[config.mk]
export PLATFORM = sky130hd
export DESIGN_NAME = synth_ctl_i2c_slave
export DESIGN_NICKNAME = d
export VERILOG_FILES = /design/src/rtl/synth_ctl_pkg.sv /design/src/rtl/i2c_line_cond.sv /design/src/rtl/i2c_rx_fsm.sv /design/src/rtl/synth_reg_bank.sv /design/src/rtl/synth_ctl_i2c_slave.sv
export SDC_FILE = /design/constraint.sdc
export NUM_CORES = 1
export LEC_CHECK = 0
export BUFFER_PORTS_ARGS = -buffer_cell sky130_fd_sc_hd__buf_2
export CAP_MARGIN = 20
export CELL_PAD_IN_SITES_DETAIL_PLACEMENT = 1
export CELL_PAD_IN_SITES_GLOBAL_PLACEMENT = 2
export CORE_MARGIN = 8
export CORE_UTILIZATION = 38
export DETAILED_ROUTE_END_ITERATION = 7
export GPL_ROUTABILITY_DRIVEN = 1
export PLACE_DENSITY = 0.7
export SYNTH_ARGS = -nofsm -noshare
export SYNTH_HDL_FRONTEND = slang
export SYNTH_HIERARCHICAL = 1
export SYNTH_SLANG_ARGS = --single-unit
export TNS_END_PERCENT = 100
[constraint.sdc]
create_clock -name clk -period 3.8 [get_ports clk]
set_input_delay 0.38 -clock clk [delete_from_list [all_inputs] [get_ports clk]]
set_output_delay 0.38 -clock clk [all_outputs]
set_load 0.01 [all_outputs]
[src/rtl/synth_ctl_pkg.sv]
package synth_ctl_pkg;
  localparam int BYTE_W  = 8;
  localparam int RATIO_W = 2 * BYTE_W;
  localparam logic [5:0] DEV_FIXED = 6'b110010;
  localparam logic [1:0] SEL_REF  = 2'b01;
  localparam logic [1:0] SEL_MAIN = 2'b11;

  typedef enum logic [2:0] {
    RX_IDLE, RX_ADDR, RX_SEL, RX_DATA, RX_SKIP
  } rx_state_e;

  typedef enum logic [1:0] {
    GRP_NONE, GRP_REF, GRP_MAIN
  } grp_e;

  typedef enum logic [2:0] {
    FLD_CTL, FLD_RHI, FLD_RLO, FLD_MHI, FLD_MLO, FLD_NONE
  } fld_e;
endpackage

[src/rtl/i2c_line_cond.sv]
module i2c_line_cond #(
  parameter int STAGES = 2
) (
  input  logic clk,
  input  logic rst_n,
  input  logic scl_i,
  input  logic sda_i,
  output logic scl_lvl,
  output logic sda_lvl,
  output logic scl_rise,
  output logic scl_fall,
  output logic start_det,
  output logic stop_det
);
  localparam int LAST = STAGES;

  logic [LAST:0] scl_sh, sda_sh;

  always_ff @(posedge clk or negedge rst_n) begin
    if (!rst_n) begin
      scl_sh <= '1;
      sda_sh <= '1;
    end else begin
      scl_sh <= {scl_sh[LAST-1:0], scl_i};
      sda_sh <= {sda_sh[LAST-1:0], sda_i};
    end
  end

  logic scl_prev, sda_prev;
  assign scl_lvl  = scl_sh[LAST-1];
  assign sda_lvl  = sda_sh[LAST-1];
  assign scl_prev = scl_sh[LAST];
  assign sda_prev = sda_sh[LAST];

  assign scl_rise  = scl_lvl & ~scl_prev;
  assign scl_fall  = ~scl_lvl & scl_prev;
  assign start_det = scl_lvl & scl_prev & sda_prev & ~sda_lvl;
  assign stop_det  = scl_lvl & scl_prev & ~sda_prev & sda_lvl;
endmodule

[src/rtl/i2c_rx_fsm.sv]
module i2c_rx_fsm
  import synth_ctl_pkg::*;
(
  input  logic              clk,
  input  logic              rst_n,
  input  logic              scl_lvl,
  input  logic              sda_lvl,
  input  logic              scl_rise,
  input  logic              scl_fall,
  input  logic              start_det,
  input  logic              stop_det,
  input  logic              addr_strap,
  output logic              sda_pull,
  output logic              wr_en,
  output fld_e              wr_fld,
  output logic [BYTE_W-1:0] wr_data
);
  rx_state_e         state_q, state_d;
  grp_e              grp_q, grp_d;
  logic [3:0]        bit_cnt_q, bit_cnt_d;
  logic [BYTE_W-1:0] shreg_q, shreg_d;
  logic [1:0]        ptr_q, ptr_d;
  logic              in_ack_q, in_ack_d;
  logic              pull_q, pull_d;
  logic              addr_ok;
  fld_e              fld_cur;

  assign addr_ok = (shreg_q[7:2] == DEV_FIXED) && (shreg_q[1] == addr_strap) && !shreg_q[0];

  always_comb begin
    fld_cur = FLD_NONE;
    case (grp_q)
      GRP_REF: begin
        if (ptr_q == 2'd0)      fld_cur = FLD_CTL;
        else if (ptr_q == 2'd1) fld_cur = FLD_RHI;
        else if (ptr_q == 2'd2) fld_cur = FLD_RLO;
      end
      GRP_MAIN: begin
        if (ptr_q == 2'd0)      fld_cur = FLD_MHI;
        else if (ptr_q == 2'd1) fld_cur = FLD_MLO;
      end
      default: fld_cur = FLD_NONE;
    endcase
  end

  always_comb begin
    state_d   = state_q;
    grp_d     = grp_q;
    bit_cnt_d = bit_cnt_q;
    shreg_d   = shreg_q;
    ptr_d     = ptr_q;
    in_ack_d  = in_ack_q;
    pull_d    = pull_q;
    wr_en     = 1'b0;
    if (stop_det) begin
      state_d  = RX_IDLE;
      in_ack_d = 1'b0;
      pull_d   = 1'b0;
    end else if (start_det) begin
      state_d   = RX_ADDR;
      bit_cnt_d = '0;
      in_ack_d  = 1'b0;
      pull_d    = 1'b0;
    end else if (state_q != RX_IDLE) begin
      if (scl_rise && !in_ack_q && bit_cnt_q < 4'd8) begin
        shreg_d   = {shreg_q[BYTE_W-2:0], sda_lvl};
        bit_cnt_d = bit_cnt_q + 4'd1;
      end
      if (scl_fall) begin
        if (in_ack_q) begin
          in_ack_d  = 1'b0;
          pull_d    = 1'b0;
          bit_cnt_d = '0;
        end else if (bit_cnt_q == 4'd8) begin
          in_ack_d = 1'b1;
          case (state_q)
            RX_ADDR: begin
              pull_d  = addr_ok;
              state_d = addr_ok ? RX_SEL : RX_SKIP;
            end
            RX_SEL: begin
              pull_d  = 1'b1;
              state_d = RX_DATA;
              ptr_d   = '0;
              if (shreg_q[3:2] == SEL_REF)       grp_d = GRP_REF;
              else if (shreg_q[3:2] == SEL_MAIN) grp_d = GRP_MAIN;
              else                               grp_d = GRP_NONE;
            end
            RX_DATA: begin
              pull_d = 1'b1;
              wr_en  = (fld_cur != FLD_NONE);
              if (ptr_q != 2'd3) ptr_d = ptr_q + 2'd1;
            end
            default: pull_d = 1'b0;
          endcase
        end
      end
    end
  end

  always_ff @(posedge clk or negedge rst_n) begin
    if (!rst_n) begin
      state_q   <= RX_IDLE;
      grp_q     <= GRP_NONE;
      bit_cnt_q <= '0;
      shreg_q   <= '0;
      ptr_q     <= '0;
      in_ack_q  <= 1'b0;
      pull_q    <= 1'b0;
    end else begin
      state_q   <= state_d;
      grp_q     <= grp_d;
      bit_cnt_q <= bit_cnt_d;
      shreg_q   <= shreg_d;
      ptr_q     <= ptr_d;
      in_ack_q  <= in_ack_d;
      pull_q    <= pull_d;
    end
  end

  assign sda_pull = pull_q;
  assign wr_fld   = fld_cur;
  assign wr_data  = shreg_q;

  AST_PULL_STARTS_SCL_LOW: assert property (@(posedge clk) disable iff (!rst_n)
    $rose(pull_q) |-> !scl_lvl);
  AST_SKIP_NEVER_PULLS: assert property (@(posedge clk) disable iff (!rst_n)
    (state_q == RX_SKIP) |-> !pull_q);
  AST_START_TO_ADDR: assert property (@(posedge clk) disable iff (!rst_n)
    start_det |=> (state_q == RX_ADDR && bit_cnt_q == 4'd0));
  AST_STOP_RELEASES: assert property (@(posedge clk) disable iff (!rst_n)
    stop_det |=> !pull_q);
endmodule

[src/rtl/synth_reg_bank.sv]
module synth_reg_bank
  import synth_ctl_pkg::*;
(
  input  logic               clk,
  input  logic               rst_n,
  input  logic               wr_en,
  input  fld_e               wr_fld,
  input  logic [BYTE_W-1:0]  wr_data,
  input  logic               commit,
  output logic [BYTE_W-1:0]  ctl_o,
  output logic [RATIO_W-1:0] ref_o,
  output logic [RATIO_W-1:0] main_o
);
  logic [BYTE_W-1:0]  stg_ctl_q, stg_ctl_d, ctl_q, ctl_d;
  logic [RATIO_W-1:0] stg_ref_q, stg_ref_d, stg_main_q, stg_main_d;
  logic [RATIO_W-1:0] ref_q, ref_d, main_q, main_d;
  logic [4:0]         vld_q, vld_d;

  always_comb begin
    stg_ctl_d  = stg_ctl_q;
    stg_ref_d  = stg_ref_q;
    stg_main_d = stg_main_q;
    vld_d      = vld_q;
    ctl_d      = ctl_q;
    ref_d      = ref_q;
    main_d     = main_q;
    if (wr_en) begin
      case (wr_fld)
        FLD_CTL: begin stg_ctl_d = wr_data;                      vld_d[0] = 1'b1; end
        FLD_RHI: begin stg_ref_d[RATIO_W-1:BYTE_W] = wr_data;    vld_d[1] = 1'b1; end
        FLD_RLO: begin stg_ref_d[BYTE_W-1:0] = wr_data;          vld_d[2] = 1'b1; end
        FLD_MHI: begin stg_main_d[RATIO_W-1:BYTE_W] = wr_data;   vld_d[3] = 1'b1; end
        FLD_MLO: begin stg_main_d[BYTE_W-1:0] = wr_data;         vld_d[4] = 1'b1; end
        default: ;
      endcase
    end
    if (commit) begin
      if (vld_q[0])            ctl_d  = stg_ctl_q;
      if (vld_q[1] && vld_q[2]) ref_d  = stg_ref_q;
      if (vld_q[3] && vld_q[4]) main_d = stg_main_q;
      vld_d = '0;
    end
  end

  always_ff @(posedge clk or negedge rst_n) begin
    if (!rst_n) begin
      stg_ctl_q  <= '0;
      stg_ref_q  <= '0;
      stg_main_q <= '0;
      vld_q      <= '0;
      ctl_q      <= '0;
      ref_q      <= '0;
      main_q     <= '0;
    end else begin
      stg_ctl_q  <= stg_ctl_d;
      stg_ref_q  <= stg_ref_d;
      stg_main_q <= stg_main_d;
      vld_q      <= vld_d;
      if (commit) begin
        ctl_q  <= ctl_d;
        ref_q  <= ref_d;
        main_q <= main_d;
      end
    end
  end

  assign ctl_o  = ctl_q;
  assign ref_o  = ref_q;
  assign main_o = main_q;

  AST_HOLD_WITHOUT_STOP: assert property (@(posedge clk) disable iff (!rst_n)
    !commit |=> ($stable(ctl_q) && $stable(ref_q) && $stable(main_q)));
  AST_WRITE_NOT_AT_STOP: assert property (@(posedge clk) disable iff (!rst_n)
    commit |-> !wr_en);
endmodule

[src/rtl/synth_ctl_i2c_slave.sv]
module synth_ctl_i2c_slave
  import synth_ctl_pkg::*;
#(
  parameter int SYNC_STAGES = 2
) (
  input  logic               clk,
  input  logic               rst_n,
  input  logic               scl_i,
  input  logic               sda_i,
  input  logic               addr_strap_i,
  output logic               sda_pull_o,
  output logic [BYTE_W-1:0]  ctl_byte_o,
  output logic [RATIO_W-1:0] ref_ratio_o,
  output logic [RATIO_W-1:0] main_ratio_o
);
  logic [1:0] rst_pipe;
  logic       rst_n_s;

  always_ff @(posedge clk or negedge rst_n) begin
    if (!rst_n) rst_pipe <= '0;
    else        rst_pipe <= {rst_pipe[0], 1'b1};
  end
  assign rst_n_s = rst_pipe[1];

  logic scl_lvl, sda_lvl, scl_rise, scl_fall, start_det, stop_det;
  logic wr_en;
  fld_e wr_fld;
  logic [BYTE_W-1:0] wr_data;

  i2c_line_cond #(.STAGES(SYNC_STAGES)) u_cond (
    .clk(clk), .rst_n(rst_n_s), .scl_i(scl_i), .sda_i(sda_i),
    .scl_lvl(scl_lvl), .sda_lvl(sda_lvl), .scl_rise(scl_rise),
    .scl_fall(scl_fall), .start_det(start_det), .stop_det(stop_det)
  );

  i2c_rx_fsm u_rx (
    .clk(clk), .rst_n(rst_n_s), .scl_lvl(scl_lvl), .sda_lvl(sda_lvl),
    .scl_rise(scl_rise), .scl_fall(scl_fall), .start_det(start_det),
    .stop_det(stop_det), .addr_strap(addr_strap_i), .sda_pull(sda_pull_o),
    .wr_en(wr_en), .wr_fld(wr_fld), .wr_data(wr_data)
  );

  synth_reg_bank u_regs (
    .clk(clk), .rst_n(rst_n_s), .wr_en(wr_en), .wr_fld(wr_fld),
    .wr_data(wr_data), .commit(stop_det), .ctl_o(ctl_byte_o),
    .ref_o(ref_ratio_o), .main_o(main_ratio_o)
  );
endmodule

==> results by group <==
Global route
  – Overall routing resource usage: 13.1%
  – Global route overflow: 0
  – Largest net degree at the start of global routing: 80
  – First-pass GRT wire length: 16400 µm
  – Initial antenna violation count: 0
  – Vias in the first global route: 2982

Finish
  – Design area: 5710 µm²
  – Diode count: 0
  – Area growth, synth to finish: 21.4%
  – Share of layout cells above drive strength 1: 47.8%
  – Nets@finish: 389
  – Fill cell count: 1211
  – Final Util: 47.3%

Run
  – # Max-Cap Violations: 0

Yosys
  – Main combinational cell family by area after synthesis: multiplexers
  – Synth Instances: 315
  – Synth Area in Compound Gates: 3.19%
  – Commonest cells in the netlist: 108 x dfrtp_1, 73 x mux2_2, 16 x mux2_4
  – Ys async rst share: 100%
  – Synth Area in Adders: 2.40%
  – Synth top area share: 57.5%
  – Yosys warnings: 6
  – Synth Area per Inst: 14.9 µm²
  – Register bit total from synthesis: 114
  – Mux contribution to synthesized area: 23.2%
  – Post-synthesis simple-gate area fraction: 7.35%
  – XOR/XNOR Fraction of Synth Area: 0.559%
  – Most common cell in the netlist: dfrtp_1
  – Mapped Nets: 329
  – Syn Std Cell Area: 4700 µm²
  – Top cell type by total area after synthesis: dfrtp_1
  – Top post-synthesis cells by area: dfrtp_1 58%, mux2_2 17%, mux2_4 5.1%, dfstp_2 3.4%, ha_1 2.4%
  – Post-synthesis sequential area ratio: 60.9%
  – Post-synth EDFFs: 0
  – Unique masters post-synth: 47
  – Most frequently used flop master after synthesis: dfrtp_1

STA
  – RSZ-0062 raised after global routing: no
  – Final Hold Viols: 0
  – Period Utilization, post-route: 82.4%
  – Fmax: 319 MHz
  – Setup TNS: 0 ns
  – Pins Over Slew Limit: 0
  – Tmin final: 3.13 ns
  – Final setup vio count: 0
  – Slew margin rel.: 46.0%
  – Clock skew: 0.00597 ns
  – Worst slew pin tran: 0.808 ns

Power and ir drop
  – Static Leakage: 2.96 nW
  – Power Dens Cells: 544 nW/µm²
  – VDD IR max: 0.000351 V
  – Final Power: 3.11 mW

Floorplan
  – Boundary Pins: 46
  – DIE AREA: 16200 µm²
  – Site Rows: 40
  – Die Y-Extent: 127 µm
  – Core box area: 12100 µm²
  – Initial Util: 39.0%
  – Die width: 127 µm

Drt
  – DRT Pass-1 Iters: 4
  – Routed length per instance: 17.4 µm
  – Via Count: 2717
  – Vias per cell: 4.90
  – DRC: 0
  – Post-route ant nets: 0
  – Initial DRC count: 156
  – Post-Route WL: 9670 µm

Worst setup path
  – Critical Path RT: 4.09 ns
  – WP buf/inv: 0
  – Critical Path, Cell by Cell: and4b_1, nor4b_1, nand4_1, a31oi_1, or4b_1, mux2_4
  – R2R setup slack: 0.67 ns
  – Delay-heaviest family, CP: simple AND/OR/NAND/NOR gates
  – Critical path class: register to register
  – R2R Path Start: u_cond/sda_sh[1]$_DFF_PN1_
  – Worst Path Max Fanout: 9
  – Critical path launch point type: register
  – Crit. End Element: register
  – Crit path max-delay cell type: or4b_1
  – CP arrival: 3.42 ns
  – Worst R2R Path Depth: 6
  – RR Endpoint: u_regs/stg_ctl_q[3]$_DFFE_PN0P_
  – CP max stage delay: 0.75 ns

Placed design
  – GPL Wtd Cong: 0.788
  – Post-DP HPWL: 6340 µm
  – PortBufs: 45
  – Post-Place Cell Area: 5100 µm²

Hold path
  – Worst hold endpoint: u_cond/sda_sh[0]$_DFF_PN1_
  – Hold Crit Class: primary input to register
  – Hold Path Stages: 1
  – Hold Path Origin: sda_i

Clock network
  – CTS buffer count: 17
  – Htree depth: 4
  – CTS sink count: 114
  – Root Buffer: clkbuf_16
  – Worst-path clk slew: 0.05 ns
  – Maximum root-to-sink buffer count: 2
  – CTS resizes: 0
  – CTS tree: built
  – Worst-Skew Late Latency: 0.41 ns

Run status
  – Outcome: complete, no violations
## layout make-up
cell class	instances	area [µm²]	area share (%)
sequential	114	2860	50.2
multi-input combinational	178	1730	30.3
inverter	14	52.6	0.921
clock inverter	10	83.8	1.47
timing repair buffer	50	285	5.00
clock buffer	21	480	8.42
tap	168	210	3.68
## power breakdown
part | switching [mW] | internal (mW)
registers | 0.142 | 1.27
clock network | 0.534 | 0.956
logic | 0.0924 | 0.107
## worst reg2reg max path, stage by stage, from the launching register on
cell	delay, ns
dfstp_2	0.54
and4b_1	0.30
nor4b_1	0.44
nand4_1	0.20
a31oi_1	0.39
or4b_1	0.75
mux2_4	0.39
## sequential cells by signal, indices dropped and copies added, names as in the netlist
signal	flops
rst_pipe	2
u_cond/scl_sh	3
u_cond/sda_sh	3
u_regs/ctl_o	8
u_regs/main_o	16
u_regs/ref_o	16
u_regs/stg_ctl_q	8
u_regs/stg_main_q	16
u_regs/stg_ref_q	16
u_regs/vld_q	5
u_rx/bit_cnt_q	4
u_rx/grp_q	2
u_rx/in_ack_q	1
u_rx/ptr_q	2
u_rx/sda_pull	1
u_rx/state_q	3
u_rx/wr_data	8
## stage by stage
stage / hold WS, ns / setup slack [ns] / instances
3_5_place_dp: 0.169 / 0.719 / 522
4_1_cts: 0.0567 / 0.690 / 554
5_1_grt: 0.0527 / 0.427 / 555
6_report: 0.0722 / 0.669 / 555
2_1_floorplan: 0.0844 / 0.399 / 315
3_3_place_gp: 0.166 / 0.768 / 522
## cell families after synthesis
group                    Yosys count
other                              1
XOR/XNOR                           3
buffers and inverters             23
AND/OR/NAND/NOR                   52
multiplexers                      92
AO/OA/AOI/OAI                     21
flip-flops                       114
adder cells (fa/ha/maj)            9
## repair_timing
action,4_1_cts,5_1_grt
hold buffers,1,0
endpoints found under the setup margin,0,0
buffers inserted,0,0
endpoints found under the hold margin,2,0
## worst max-delay path by stage
stage	from	to	slack, ns	cells past startpoint
2_1_floorplan	rst_pipe[1]$_DFF_PN0_	u_regs/ctl_o[0]$_DFFE_PN0P_	0.40	0
3_3_place_gp	u_cond/sda_sh[1]$_DFF_PN1_	u_regs/stg_ctl_q[6]$_DFFE_PN0P_	0.77	6
4_1_cts	u_cond/sda_sh[1]$_DFF_PN1_	u_regs/stg_ctl_q[3]$_DFFE_PN0P_	0.69	6
6_report	u_cond/sda_sh[1]$_DFF_PN1_	u_regs/stg_ctl_q[3]$_DFFE_PN0P_	0.67	6
5_1_grt	u_cond/sda_sh[1]$_DFF_PN1_	u_regs/stg_ctl_q[3]$_DFFE_PN0P_	0.43	6
3_5_place_dp	u_cond/sda_sh[1]$_DFF_PN1_	u_regs/stg_ctl_q[4]$_DFFE_PN0P_	0.72	6
## cells in the final DEF (no fill, tap or decap), types with 2 or more instances in the layout
master        n
mux2i_1       3
mux2_4       16
nor4bb_1      2
buf_2        45
xnor2_1       3
a22oi_1       2
nand2b_1      3
and4b_1       2
nand4_1       2
a221o_1       2
inv_1        14
nor2_1       11
buf_4         3
nor4_1        3
dfrtp_1     107
clkbuf_8      4
a31oi_1       2
a21oi_1       6
nand2_1       4
nor2b_1       4
nand4bb_1     2
dfstp_2       6
clkinv_2      6
o21ba_2       2
nand3_1       4
ha_1          9
clkbuf_16    17
clkinvlp_4    2
mux2_2       73
nor4b_1       3
## metal layers
layer	vias up	part of all wire, %	global-route usage (%)
met4	0	1.8	6.93
met1	1412	46	16.3
li1	1238	-	-
met2	52	48	20.3
met5	-	0	0
met3	15	3.8	3.83
(Power assumes the default switching activity.)
